==> src/rtl/ra_pkg.sv <==
package ra_pkg;

    // Alias operation, decoded from byte-address bits [3:2]
    typedef enum logic [1:0] {
        OP_BASE = 2'd0,
        OP_CLR  = 2'd1,
        OP_SET  = 2'd2,
        OP_INV  = 2'd3
    } alias_op_e;

    typedef struct packed {
        logic      in_range;
        alias_op_e op;
    } addr_dec_t;

    // Mask of implemented bits for register idx: a run of ones from bit 0
    function automatic logic [63:0] impl_mask_f(input int idx, input int base_bits,
                                                input int shrink);
        int width;
        width = base_bits - shrink * idx;
        if (width < 1) width = 1;
        if (width > 63) width = 63;
        return (64'd1 << width) - 64'd1;
    endfunction

    // Combine the stored writable bits with the bus mask according to the op
    function automatic logic [63:0] apply_op_f(input alias_op_e op, input logic [63:0] cur,
                                               input logic [63:0] wd, input logic [63:0] wm);
        logic [63:0] m;
        m = wd & wm;
        unique case (op)
            OP_BASE: return (cur & ~wm) | m;
            OP_CLR:  return cur & ~m;
            OP_SET:  return cur | m;
            default: return cur ^ m;
        endcase
    endfunction

endpackage

==> src/rtl/alias_addr_decode.sv <==
module alias_addr_decode
    import ra_pkg::*;
#(
    parameter int ADDR_W   = 8,
    parameter int NUM_REGS = 4,
    localparam int IDX_W   = ADDR_W - 4
) (
    input  logic [ADDR_W-1:2] addr,
    output logic [IDX_W-1:0]  idx,
    output addr_dec_t         dec
);
    always_comb begin
        idx          = addr[ADDR_W-1:4];
        dec.op       = alias_op_e'(addr[3:2]);
        dec.in_range = (32'(addr[ADDR_W-1:4]) < NUM_REGS);
    end
endmodule

==> src/rtl/alias_bit_update.sv <==
module alias_bit_update
    import ra_pkg::*;
#(
    parameter int                 DATA_W     = 32,
    parameter logic [DATA_W-1:0]  IMPL       = '1,
    parameter bit                 HAS_STATUS = 1'b0,
    parameter int                 STATUS_BIT = 15,
    localparam logic [DATA_W-1:0] STAT_M     = HAS_STATUS ? (DATA_W'(1) << STATUS_BIT) : '0,
    localparam logic [DATA_W-1:0] WMASK      = IMPL & ~STAT_M
) (
    input  logic              clk,
    input  logic              rst,
    input  logic              sel,
    input  alias_op_e         op,
    input  logic [DATA_W-1:0] wdata,
    input  logic              status_in,
    output logic [DATA_W-1:0] value
);
    logic [DATA_W-1:0] q;
    logic [DATA_W-1:0] q_next;
    logic [DATA_W-1:0] stat_v;

    always_comb begin
        q_next = q;
        if (sel)
            q_next = DATA_W'(apply_op_f(op, 64'(q), 64'(wdata), 64'(WMASK)));
    end

    always_ff @(posedge clk) begin
        if (rst) q <= '0;
        else     q <= q_next & WMASK;
    end

    generate
        if (HAS_STATUS) begin : g_stat
            logic stat_q;
            always_ff @(posedge clk) begin
                if (rst) stat_q <= 1'b0;
                else     stat_q <= status_in;
            end
            assign stat_v = stat_q ? STAT_M : '0;


            status_follow_chk: assert property (@(posedge clk) disable iff (rst)
                $past(!rst) |-> (value[STATUS_BIT] == $past(status_in)));
        end else begin : g_nostat
            assign stat_v = '0;
        end
    endgenerate

    assign value = q | stat_v;


    reset_zero_chk: assert property (@(posedge clk) disable iff (rst)
        $past(rst) |-> (value == '0));

    unimpl_zero_chk: assert property (@(posedge clk) disable iff (rst)
        (value & ~IMPL) == '0);

    clr_effect_chk: assert property (@(posedge clk) disable iff (rst)
        ($past(!rst) && $past(sel) && $past(op) == OP_CLR) |->
        ((value & $past(wdata) & WMASK) == '0));

    set_effect_chk: assert property (@(posedge clk) disable iff (rst)
        ($past(!rst) && $past(sel) && $past(op) == OP_SET) |->
        ((value & $past(wdata) & WMASK) == ($past(wdata) & WMASK)));

    inv_effect_chk: assert property (@(posedge clk) disable iff (rst)
        ($past(!rst) && $past(sel) && $past(op) == OP_INV) |->
        (((value ^ $past(value)) & WMASK) == ($past(wdata) & WMASK)));

    alias_keep_chk: assert property (@(posedge clk) disable iff (rst)
        ($past(!rst) && $past(sel) && $past(op) != OP_BASE) |->
        (((value ^ $past(value)) & WMASK & ~$past(wdata)) == '0));

    idle_stable_chk: assert property (@(posedge clk) disable iff (rst)
        ($past(!rst) && !$past(sel)) |-> ((value & WMASK) == ($past(value) & WMASK)));
endmodule

==> src/rtl/alias_read_port.sv <==
module alias_read_port
    import ra_pkg::*;
#(
    parameter int DATA_W   = 32,
    parameter int NUM_REGS = 4,
    parameter int IDX_W    = 4
) (
    input  logic                       clk,
    input  logic                       rst,
    input  logic                       rd,
    input  logic [IDX_W-1:0]           idx,
    input  addr_dec_t                  dec,
    input  logic [NUM_REGS*DATA_W-1:0] values,
    output logic [DATA_W-1:0]          rdata
);
    logic [DATA_W-1:0] sel_v;

    always_comb begin
        sel_v = '0;
        if (dec.in_range && dec.op == OP_BASE) begin
            for (int i = 0; i < NUM_REGS; i++)
                if (idx == IDX_W'(i)) sel_v = values[i*DATA_W +: DATA_W];
        end
    end

    always_ff @(posedge clk) begin
        if (rst)     rdata <= '0;
        else if (rd) rdata <= sel_v;
    end


    alias_read_zero_chk: assert property (@(posedge clk) disable iff (rst)
        ($past(!rst) && $past(rd) && $past(dec.op) != OP_BASE) |-> (rdata == '0));

    range_read_zero_chk: assert property (@(posedge clk) disable iff (rst)
        ($past(!rst) && $past(rd) && !$past(dec.in_range)) |-> (rdata == '0));

    rdata_hold_chk: assert property (@(posedge clk) disable iff (rst)
        ($past(!rst) && !$past(rd)) |-> $stable(rdata));
endmodule

==> src/rtl/reg_alias_bank.sv <==
module reg_alias_bank
    import ra_pkg::*;
#(
    parameter int NUM_REGS   = 4,
    parameter int DATA_W     = 32,
    parameter int ADDR_W     = 8,
    parameter int BASE_BITS  = 16,
    parameter int SHRINK     = 4,
    parameter int STATUS_BIT = 15,
    localparam int IDX_W     = ADDR_W - 4
) (
    input  logic                       clk,
    input  logic                       rst,
    input  logic [ADDR_W-1:2]          bus_addr,
    input  logic                       bus_wr,
    input  logic [DATA_W-1:0]          bus_wdata,
    input  logic                       bus_rd,
    output logic [DATA_W-1:0]          bus_rdata,
    input  logic                       hw_status,
    output logic [NUM_REGS*DATA_W-1:0] ctrl_out
);
    logic [IDX_W-1:0] idx;
    addr_dec_t        dec;

    alias_addr_decode #(.ADDR_W(ADDR_W), .NUM_REGS(NUM_REGS)) u_dec (
        .addr (bus_addr),
        .idx  (idx),
        .dec  (dec)
    );

    generate
        for (genvar g = 0; g < NUM_REGS; g++) begin : g_reg
            localparam logic [DATA_W-1:0] IM = DATA_W'(impl_mask_f(g, BASE_BITS, SHRINK));
            logic sel;
            assign sel = bus_wr && dec.in_range && (idx == IDX_W'(g));

            alias_bit_update #(
                .DATA_W     (DATA_W),
                .IMPL       (IM),
                .HAS_STATUS (g == 0),
                .STATUS_BIT (STATUS_BIT)
            ) u_upd (
                .clk       (clk),
                .rst       (rst),
                .sel       (sel),
                .op        (dec.op),
                .wdata     (bus_wdata),
                .status_in (hw_status),
                .value     (ctrl_out[g*DATA_W +: DATA_W])
            );
        end
    endgenerate

    alias_read_port #(.DATA_W(DATA_W), .NUM_REGS(NUM_REGS), .IDX_W(IDX_W)) u_rd (
        .clk    (clk),
        .rst    (rst),
        .rd     (bus_rd),
        .idx    (idx),
        .dec    (dec),
        .values (ctrl_out),
        .rdata  (bus_rdata)
    );


    rdata_reset_chk: assert property (@(posedge clk) disable iff (rst)
        $past(rst) |-> (bus_rdata == '0));
endmodule

==> config.mk <==
export PLATFORM = sky130hd
export DESIGN_NAME = reg_alias_bank
export DESIGN_NICKNAME = d
export VERILOG_FILES = /design/src/rtl/ra_pkg.sv /design/src/rtl/alias_addr_decode.sv /design/src/rtl/alias_bit_update.sv /design/src/rtl/alias_read_port.sv /design/src/rtl/reg_alias_bank.sv
export SDC_FILE = /design/constraint.sdc
export NUM_CORES = 1
export LEC_CHECK = 0
export ABC_AREA = 1
export BUFFER_PORTS_ARGS = -buffer_cell sky130_fd_sc_hd__buf_2
export CORE_MARGIN = 2
export CORE_UTILIZATION = 60
export CTS_BUF_LIST = sky130_fd_sc_hd__clkbuf_2 sky130_fd_sc_hd__clkbuf_4 sky130_fd_sc_hd__clkbuf_8
export CTS_CLUSTER_SIZE = 24
export DETAILED_ROUTE_END_ITERATION = 7
export PLACE_DENSITY = 0.95
export SLEW_MARGIN = 40
export SYNTH_ARGS = -nofsm -noshare
export SYNTH_HDL_FRONTEND = slang
export SYNTH_HIERARCHICAL = 1
export SYNTH_SLANG_ARGS = --single-unit
==> constraint.sdc <==
create_clock -name clk -period 3.55 [get_ports clk]
set_input_delay 0.71 -clock clk [delete_from_list [all_inputs] [get_ports clk]]
set_output_delay 0.71 -clock clk [all_outputs]
set_load 0.02 [all_outputs]
Yosys cells after proc, flatten, opt, wreduce, memory -nomap -nowiden
Index checks and enable logic that the tools add are counted.

operators by class
  magnitude comparators = 1
  bitwise operators = 21
  multiplexer cells = 10
  equality and inequality tests = 5
  reduce and logical (&&, ||, !) cells = 8

operator list
  cell                number
  $pmux 32 s3         4
  $mux 32             5
  $and 32x32->32      4
  $or 32x12->32       2
  $or 32x15->32       2
  $or 32x4->32        2
  $or 32x8->32        2
  $not 12->32         1
  $not 15->32         1
  $not 4->32          1
  $not 8->32          1
  $or 32x32->32       1
  $xor 32x12->32      1
  $xor 32x15->32      1
  $xor 32x4->32       1
  $xor 32x8->32       1
  $mux 16             1
  $eq 4x2->1 const B  2
  $logic_and 1x1->1   6
  $eq 4x1->1 const B  1
  $logic_not 4->1     1
  $lt 4x3->1 const B  1
  $eq 2x1->1 const B  1
  $eq 2x2->1 const B  1
  $logic_not 2->1     1

word-level totals
  bits of input ports = 43
  word-level logic and storage cells = 55
  bits in registers = 161
  output and inout bits = 160

Depth between registers and ports, before layout
Gate-level depths: netlist of run 1.

  depth after elaboration = 7
  mapped depth = 11
  depth with buffers taken out = 9

By module
The synthesis of run 1 kept the hierarchy.

by module, submodules not included
  module                             cells an instance  area an instance (µm²)  sequential area each (µm²)  times used
  alias_read_port                    431                2508.7                  640.6                       1
  alias_bit_update (g_reg[0].u_upd)  254                1796.7                  320.3                       1
  alias_bit_update (g_reg[1].u_upd)  207                1453.9                  240.2                       1
  alias_bit_update (g_reg[2].u_upd)  149                998.5                   160.2                       1
  alias_bit_update (g_reg[3].u_upd)  94                 631.9                   80.1                        1
  reg_alias_bank                     14                 57.6                    0.0                         1
  alias_addr_decode                  7                  48.8                    0.0                         1

Worst setup path before layout of run 1
Ideal clock, no wire load.

  kind = input to register
  start point = in bus_addr[3] in the netlist's numbering
  end point = reg u_rd.rdata[10]
  data required time = 3480 ps
  setup time = 70 ps
  setup slack = 1675 ps
  cell stages on the path = 8
  data arrival time = 1805 ps
  path through = buf_4 > inv_1 > nand2_1 > nor2_1 > clkbuf_1 > nand2_1 > nand3b_1 > a21oi_1

on the way
  cells in the longest elaborated chain, start to end = 3

RTL lines
  what                  RTL line               text
  start, declared       reg_alias_bank.sv:14   input logic [ADDR_W-1:2] bus_addr,
  $logic_not 2->1       alias_read_port.sv:20  if (dec.in_range && dec.op == OP_BASE) begin
  $logic_and 1x1->1     alias_read_port.sv:20
  $mux 32               alias_read_port.sv:20
  end signal, assigned  alias_read_port.sv:28  else if (rd) rdata <= sel_v;
  end, declared         alias_read_port.sv:14  output logic [DATA_W-1:0] rdata

Every way passes these cells.
A chain may end at the register's enable or synchronous reset.

==> flow_summary.json, run 1 <==
{
  "status": "complete, no violations",
  "die-area_um2": 13400,
  "clkPwrFrac_pct": 35.7,
  "grt_pass1_wl_mm": 31.4,
  "clockBufferDepth": 2,
  "p_int_w": 0.00127,
  "endpoint": "g_reg[1].u_upd/value[4]$_SDFFE_PP0P_",
  "fmax_mhz": 448,
  "ios": 203,
  "ir_drop_uv": 204,
  "final_cell_count_no_fill": 1385,
  "synth-edff-count": 0,
  "endpoint_kind": "flop",
  "hold_viol_final": 0,
  "syn_to_final_growth_pct": 2.92,
  "cts_sinks": 72,
  "synthTopCellsByCount": "212 x nand2_1, 192 x nand3_1, 186 x inv_1",
  "arrival_ns": 2.51,
  "gr-total-overflow": 0,
  "layout_min_cycle_time_ns": 2.23,
  "period_share_pct": 62.9,
  "fin_skew_ns": 0.00860,
  "yosys_warnings": 6,
  "crit-reg2reg-launch": "g_reg[0].u_upd/q[11]$_SDFFE_PP0P_",
  "reg2reg_to": "g_reg[0].u_upd/q[11]$_SDFFE_PP0P_",
  "worst_pin_slew_ns": 0.843,
  "ctsHoldBuffers": 0,
  "viasPerCell": 5.27,
  "first_pass_iters": 6,
  "die_w_um": 116,
  "maxSlewHeadroom_pct": 43.8,
  "grt_max_degree": 50,
  "layout-drive-gt1-share_pct": 14.9,
  "yosysSeqAreaShare_pct": 19.2,
  "fp.dieH_um": 116,
  "gp_congestion": 0.903,
  "power.total_w": 0.00196,
  "power_switching_share_pct": 35.0,
  "place_area_um2": 7500,
  "postCtsResizedCells": 0,
  "antenna_cells": 0,
  "root_buffer": "clkbuf_8",
  "yosysMostFrequentCell": "nand2_1",
  "syn_area_um2": 7500,
  "synth.top_cells.by_area": "dfxtp_1 19%, ha_1 13%, nand3_1 13%",
  "tritoncts": "built",
  "initial_core_util_pct": 61.9,
  "ys_types": 26,
  "cts_inserted_buffers": 9,
  "dp_cells": 1369,
  "p_comb_share_pct": 22.8,
  "ant_nets": 0,
  "crit_fanout": 16,
  "final_cell_area_um2": 7710,
  "avgSynthCellArea_um2": 6.48,
  "seqPwrFrac_pct": 41.5,
  "vias": 7300,
  "yosys.area.top_type": "dfxtp_1",
  "final_nets": 1333,
  "cts_setup_buffers": 0,
  "core-area_um2": 12100,
  "drc": 0,
  "finalSetupTns_ns": 0,
  "first_global_vias": 6448,
  "wl_per_cell_um": 14.7,
  "hpwlAfterDp_mm": 14.9,
  "setup_viol_count_final": 0,
  "rr_worst_depth": 5,
  "startpoint": "bus_addr[6]",
  "path_clk_slew_ns": 0.08,
  "wl_mm": 20.4,
  "powerDensity_nw_per_um2": 254,
  "drv_cap": 0,
  "async_flop_share_pct": 0,
  "clkLatencyLatePin_ns": 0.35,
  "row_count": 40,
  "htreeDepth": 3,
  "portBuffers": 97,
  "rsz0062_at_grt": "false",
  "p_sw_w": 0.000686,
  "critPathKind": "primary input to flop",
  "hold_class": "flop to flop",
  "startpoint_type": "primary input",
  "power.leakage_nw": 3.69,
  "synth_cells": 1156,
  "synth_flop_cell": "dfxtp_1",
  "grtUsageTotal_pct": 29.4,
  "final_max_slew_viol_count": 0,
  "crit_required_ns": 3.83,
  "fin_util_pct": 63.7,
  "synth_seq_cells": 72,
  "first_iter_violations": 644,
  "synth_top_area_share_pct": 19.2,
  "reg2reg_setup_slack_ns": 2.11,
  "antenna_found_initial": 0
}
==> placed cells by master, fill, tap and decap left out, types with 25 or more instances in the layout <==
cell and n:
inv_1 185, o21ai_0 38, a21oi_2 25, dfxtp_1 72, nand3_1 192, nor2_1 65
a21oi_1 46, nand2_1 212, buf_2 97, nand3b_1 45, ha_1 78, conb_1 88
==> state kept, by name, indices dropped and copies added (netlist names) <==
name,flops
g.u_upd/g_stat.stat_q,1
g.u_upd/q,15
g.u_upd/value,24
u_rd/rdata,32
==> per-layer routing <==
layer	global-route usage [%]	wire (um)	vias up
li1	-	-	3575
met1	39.1	8310	3294
met2	48.5	9440	377
met3	3.97	2040	54
met4	11.2	605	0
met5	0	0	-
==> worst min path at each step <==
stage	startpoint	to	slack, ns	depth (start not counted)
floorplan	u_rd/rdata[20]$_SDFFE_PP0P_	u_rd/rdata[20]$_SDFFE_PP0P_	0.53	2
global placement	u_rd/rdata[24]$_SDFFE_PP0P_	u_rd/rdata[24]$_SDFFE_PP0P_	0.45	2
detailed placement	u_rd/rdata[24]$_SDFFE_PP0P_	u_rd/rdata[24]$_SDFFE_PP0P_	0.45	2
CTS	u_rd/rdata[24]$_SDFFE_PP0P_	u_rd/rdata[24]$_SDFFE_PP0P_	0.47	2
global route	u_rd/rdata[10]$_SDFFE_PP0P_	u_rd/rdata[10]$_SDFFE_PP0P_	0.48	2
finish	u_rd/rdata[22]$_SDFFE_PP0P_	u_rd/rdata[22]$_SDFFE_PP0P_	0.47	2
==> through the flow <==
| stage | setup WS [ns] | hold slack (ns) |
|---|---|---|
| floorplan | 1.67 | 0.534 |
| global placement | 1.11 | 0.450 |
| detailed placement | 1.03 | 0.454 |
| CTS | 1.35 | 0.467 |
| global route | 1.12 | 0.484 |
| finish | 1.32 | 0.466 |
==> power groups by stage <==
stage                     sequential [W]  clock [W]  combinational (W)
final                           0.000814   0.000700           0.000446
after global routing            0.000815   0.000744           0.000490
after CTS                       0.000814   0.000705           0.000428
after detailed placement        0.000833          0           0.000426
after global placement          0.000833          0           0.000412
after floorplan                 0.000836          0           0.000421
==> kinds of logic (layout without fill, tap and decap cells) <==
logic type | Yosys count | after routing | synth area share, %
AND/OR/NAND/NOR | 540 | 540 | 33.7
buffers and inverters | 341 | 318 | 24.5
AO/OA/AOI/OAI | 121 | 121 | 9.38
adder cells (fa/ha/maj) | 78 | 78 | 13.0
flip-flops | 72 | 72 | 19.2
other | 4 | 88 | 0.200
==> critical path: stages <==
cell and delay, ns:
buf_2 0.13, nor2_1 0.16, nand2_1 0.07, inv_1 0.06
nand2_2 0.08, nor2_1 0.62, inv_2 0.31, nor2_1 0.17
nand2_1 0.07, a21oi_1 0.13
==> area by class of cell <==
| class | count | area [um^2] |
|---|---|---|
| clock buffers | 11 | 151 |
| fillers | 1111 | 4400 |
| flip-flops and latches | 72 | 1440 |
| well taps | 168 | 210 |
| repair buffers | 112 | 598 |
| multi-input cells | 827 | 4550 |
| inverters | 190 | 713 |
| clock inverters | 5 | 55.1 |
Note: power is estimated with default switching activity, not from simulation.
==> run 2: changes to the inputs <==
CORE_UTILIZATION = 56   (was 60)
PLACE_DENSITY = 0.89   (was 0.95)
clock period = 2.2 ns   (was 3.55 ns; I/O delays follow)
==> run 2 against run 1 <==
Cell count is 0.94% higher. Critical endpoint is now u_rd/rdata[14]$_SDFFE_PP0P_. Clock power is 97% higher. Highest routed layer unchanged. Hold slack worse by 0.19 ns. Utilization is 3.7 points lower. Global-route usage is 1.4 points lower. First-iteration DRC count is 11% lower. Non-clock buffer count is 5 higher. Register-to-register slack worse by 1.3 ns. Final area is 2.1% higher. Die area is 6.9% higher. Critical path depth is 3 lower. Sequential power is 61% higher.
==> flow_summary.json, run 2 (synthesized netlist as in run 1, its figures left out) <==
{
  "gr-total-overflow": 0,
  "grt_max_degree": 98,
  "dp_cells": 1382,
  "drv_cap": 0,
  "viasPerCell": 5.22,
  "p_comb_share_pct": 21.4,
  "layout-drive-gt1-share_pct": 15.1,
  "cts_inserted_buffers": 9,
  "crit_buf_inv": 1,
  "row_count": 42,
  "arrival_ns": 1.85,
  "wl_mm": 20.3,
  "endpoint_kind": "flop",
  "status": "complete, no violations",
  "powerDensity_nw_per_um2": 435,
  "postCtsResizedCells": 0,
  "initial_core_util_pct": 57.1,
  "fillCellCount": 1229,
  "antenna_found_initial": 0,
  "final_cell_count_no_fill": 1398,
  "layout_commonest_cell": "nand2_1",
  "period_share_pct": 72.3,
  "maxSlewHeadroom_pct": 55.6,
  "clkLatencyLatePin_ns": 0.37,
  "fin_skew_ns": 0.00749,
  "ant_nets": 0,
  "gp_congestion": 0.898,
  "slowest_stage": "nor2_4",
  "hpwlAfterDp_mm": 14.8,
  "fp.dieH_um": 120,
  "final_nets": 1338,
  "p_int_w": 0.00230,
  "antenna_cells": 0,
  "syn_to_final_growth_pct": 5.12,
  "largest_register": "u_rd/rdata",
  "wl_per_cell_um": 14.5,
  "final_max_slew_viol_count": 0,
  "largest_reg_flops": 32,
  "ir_drop_uv": 293,
  "crit_fanout": 18,
  "setup_viol_count_final": 0,
  "drc": 0,
  "final_cell_mix": "212 x nand2_1, 192 x nand3_1, 186 x inv_1, 97 x buf_2, 88 x conb_1",
  "cts_setup_buffers": 0,
  "path_clk_slew_ns": 0.09,
  "hold_viol_final": 0,
  "ctsHoldBuffers": 0,
  "tritoncts": "built",
  "cts_sinks": 72,
  "fmax_mhz": 628,
  "vias": 7303,
  "hold_class": "primary input to flop",
  "clockBufferDepth": 2,
  "first_iter_violations": 573,
  "cp_cell_sequence": "buf_2, nor2_4, nand2_1, nor2_4, nand2_1, nand3b_1, a21oi_1",
  "die-area_um2": 14300,
  "p_sw_w": 0.00112,
  "critPathKind": "primary input to flop",
  "die_w_um": 120,
  "first_pass_iters": 5,
  "finalSetupTns_ns": 0,
  "core-area_um2": 13100,
  "layout_min_cycle_time_ns": 1.59,
  "portBuffers": 97,
  "grtUsageTotal_pct": 27.9,
  "power_switching_share_pct": 32.8,
  "first_global_vias": 6571,
  "rsz0062_at_grt": "false",
  "crit_required_ns": 2.46,
  "worst_pin_slew_ns": 0.666,
  "ios": 203,
  "startpoint_type": "primary input",
  "power.leakage_nw": 3.77,
  "root_buffer": "clkbuf_8",
  "seqPwrFrac_pct": 38.4,
  "htreeDepth": 3,
  "critPathTopFamily": "simple AND/OR/NAND/NOR gates",
  "grt_pass1_wl_mm": 32.0,
  "clkPwrFrac_pct": 40.2,
  "cpPeakStageDelay_ns": 0.52
}
-- run 2: power groups by stage --
stage	sequential [W]	combinational (W)	clock, W
6_report	0.00131	0.000734	0.00138
5_1_grt	0.00132	0.000805	0.00145
3_3_place_gp	0.00135	0.000690	0
2_1_floorplan	0.00135	0.000680	0
3_5_place_dp	0.00135	0.000703	0
4_1_cts	0.00131	0.000707	0.00140
-- run 2: path summary, 6_finish.rpt --
check                               startpoint  slack [ns]  cells after the start                                       to
min                                  hw_status        0.27                      3  g_reg[0].u_upd/g_stat.stat_q$_SDFF_PP0_
max                                bus_addr[7]        0.61                      7              u_rd/rdata[14]$_SDFFE_PP0P_
max reg2reg  g_reg[0].u_upd/q[11]$_SDFFE_PP0P_        0.84                      5        g_reg[0].u_upd/q[11]$_SDFFE_PP0P_
min reg2reg        u_rd/rdata[11]$_SDFFE_PP0P_        0.46                      2              u_rd/rdata[11]$_SDFFE_PP0P_
-- run 2: through the flow --
stage / util [%] / setup slack, ns / power [W] / instance area, um^2 / hold slack [ns]
floorplan: - / 0.595 / 0.00203 / 7810 / 0.502
global placement: 58.0 / 0.291 / 0.00204 / 7630 / 0.448
detailed placement: 58.0 / 0.264 / 0.00205 / 7630 / 0.452
CTS: 60.0 / 0.661 / 0.00342 / 7880 / 0.262
global route: 60.0 / 0.528 / 0.00357 / 7880 / 0.318
finish: 60.0 / 0.608 / 0.00343 / 7880 / 0.273
-- run 2: area by class of cell --
type	count	area (um^2)	share of cell area, %
multi-input cells	827	4540	57.6
flip-flops and latches	72	1440	18.3
clock buffers	11	151	1.92
well taps	176	220	2.79
clock inverters	5	103	1.30
repair buffers	117	711	9.02
inverters	190	713	9.05
-- run 2: per-layer routing --
| layer | GRT usage, % | vias to the layer above | part of all wire [%] | wire [um] |
|---|---|---|---|---|
| met4 | 9.41 | 0 | 2.0 | 405 |
| met2 | 45.9 | 332 | 47 | 9610 |
| met3 | 6.89 | 35 | 8.9 | 1810 |
| met1 | 35.7 | 3347 | 42 | 8500 |
| li1 | - | 3589 | - | - |
| met5 | 0 | - | 0 | 0 |
-- run 2: tightest hold or removal path, delay by kind of cell --
kind | cells | cell delay (ns)
buffers and inverters | 2 | 0.11
and+or+nand+nor | 1 | 0.07
==> run 3: changes to the inputs <==
clock period = 1.6 ns   (was 2.2 ns; I/O delays follow)
==> run 3 against run 2 <==
Clock power rose by 22%. Final area is 3.6% higher. Cell count increased by 2.3%. Register-to-register slack got worse by 0.59 ns. Utilization increased by 2.1 points. Die area stayed put. Combinational power up 50%.
==> flow_summary.json, run 3 (synthesized netlist as in run 1, its figures left out) <==
{
  "crit-reg2reg-launch": "g_reg[0].u_upd/q[11]$_SDFFE_PP0P_",
  "critPathTopFamily": "flip-flops",
  "cpPeakStageDelay_ns": 0.49,
  "wl_mm": 21.3,
  "holdPathEnd": "g_reg[0].u_upd/g_stat.stat_q$_SDFF_PP0_",
  "cts_inserted_buffers": 9,
  "dp_cells": 1414,
  "worst_pin_slew_ns": 0.503,
  "gr-total-overflow": 0,
  "first_pass_iters": 6,
  "ctsHoldBuffers": 0,
  "gp_congestion": 0.946,
  "vias": 7540,
  "p_sw_w": 0.00160,
  "fin_skew_ns": 0.00781,
  "crit_buf_inv": 1,
  "first_global_vias": 6844,
  "drc": 0,
  "final_cell_mix": "212 x nand2_1, 192 x nand3_1, 186 x inv_1, 97 x buf_2, 88 x conb_1",
  "fin_util_pct": 62.1,
  "arrival_ns": 1.10,
  "root_buffer": "clkbuf_8",
  "p_comb_share_pct": 23.9,
  "rsz0062_at_grt": "false",
  "path_clk_slew_ns": 0.09,
  "wl_per_cell_um": 14.9,
  "place_area_um2": 7940,
  "status": "complete, no violations",
  "layout_min_cycle_time_ns": 1.42,
  "layout_commonest_cell": "nand2_1",
  "fmax_mhz": 702,
  "finalSetupTns_ns": 0,
  "tritoncts": "built",
  "cp.depth": 1,
  "reg2reg_setup_slack_ns": 0.25,
  "grt_max_degree": 37,
  "final_max_slew_viol_count": 0,
  "htreeDepth": 3,
  "ir_drop_uv": 425,
  "grt_pass1_wl_mm": 33.3,
  "crit_required_ns": 1.28,
  "cts_sinks": 72,
  "postCtsResizedCells": 0,
  "min_from": "hw_status",
  "row_count": 42,
  "ant_nets": 0,
  "slowest_stage": "dfxtp_1",
  "grtUsageTotal_pct": 29.1,
  "hold_viol_final": 0,
  "syn_to_final_growth_pct": 8.88,
  "core-area_um2": 13100,
  "period_share_pct": 89.0,
  "die_w_um": 120,
  "largest_reg_flops": 32,
  "clkLatencyLatePin_ns": 0.38,
  "power_switching_share_pct": 34.9,
  "cp_cell_sequence": "buf_2",
  "final_cell_area_um2": 8160,
  "holdPathStages": 3,
  "critPathKind": "flop to primary output",
  "antenna_found_initial": 0,
  "hold_class": "primary input to flop",
  "fp.dieH_um": 120,
  "powerDensity_nw_per_um2": 562,
  "viasPerCell": 5.27,
  "portBuffers": 97,
  "final_cell_count_no_fill": 1430,
  "setup_viol_count_final": 0,
  "seqPwrFrac_pct": 39.4,
  "die-area_um2": 14300,
  "antenna_cells": 0,
  "hpwlAfterDp_mm": 15.9,
  "startpoint_type": "flop",
  "power.leakage_nw": 3.93,
  "clockBufferDepth": 2,
  "power.total_w": 0.00459,
  "first_iter_violations": 702,
  "maxSlewHeadroom_pct": 66.4,
  "reg2reg_to": "g_reg[0].u_upd/q[11]$_SDFFE_PP0P_",
  "endpoint_kind": "primary output",
  "largest_register": "u_rd/rdata",
  "ios": 203,
  "cts_setup_buffers": 0,
  "clkPwrFrac_pct": 36.7,
  "p_int_w": 0.00299,
  "rr_worst_depth": 5,
  "final_nets": 1370,
  "initial_core_util_pct": 57.1,
  "layout-drive-gt1-share_pct": 17.3,
  "crit_fanout": 5,
  "drv_cap": 0
}
[run 3: through the flow]
step	worst slack (ns)	hold slack [ns]
2_1_floorplan	0.115	0.382
3_3_place_gp	0.0202	0.450
3_5_place_dp	-0.00836	0.452
4_1_cts	0.178	0.139
5_1_grt	0.160	0.161
6_report	0.176	0.145
[run 3: area by class of cell]
type / count / area, um^2
inverter: 190 / 713
fill: 1187 / 4980
multi-input combinational: 827 / 4540
timing repair buffer: 149 / 1030
sequential: 72 / 1440
clock inverter: 7 / 96.3
tap: 176 / 220
clock buffer: 9 / 124
[run 3: worst max-delay path by stage]
stage                                         start                           endpoint  slack (ns)
6_report       g_reg[1].u_upd/value[0]$_SDFFE_PP0P_                       ctrl_out[32]        0.18
5_1_grt        g_reg[1].u_upd/value[0]$_SDFFE_PP0P_                       ctrl_out[32]        0.16
4_1_cts        g_reg[1].u_upd/value[0]$_SDFFE_PP0P_                       ctrl_out[32]        0.18
3_5_place_dp                            bus_addr[6]   g_reg[0].u_upd/q[9]$_SDFFE_PP0P_      -0.008
3_3_place_gp                            bus_addr[6]  g_reg[0].u_upd/q[14]$_SDFFE_PP0P_        0.02
2_1_floorplan                           bus_addr[3]        u_rd/rdata[10]$_SDFFE_PP0P_        0.11
[run 3: power by group through the flow]
stage	Combinational [W]	Sequential, W	Clock (W)
6_report	0.00110	0.00181	0.00169
5_1_grt	0.00120	0.00181	0.00177
4_1_cts	0.00105	0.00181	0.00171
3_5_place_dp	0.00105	0.00185	0
3_3_place_gp	0.00102	0.00185	0
2_1_floorplan	0.000935	0.00186	0
[run 3: metal layers]
metal	vias to the layer above	GRT usage, %	share of wire (%)
met4	0	12.2	2.5
met2	411	47.2	46
met1	3434	37.6	41
met5	-	0	0
li1	3652	-	-
met3	43	5.94	10
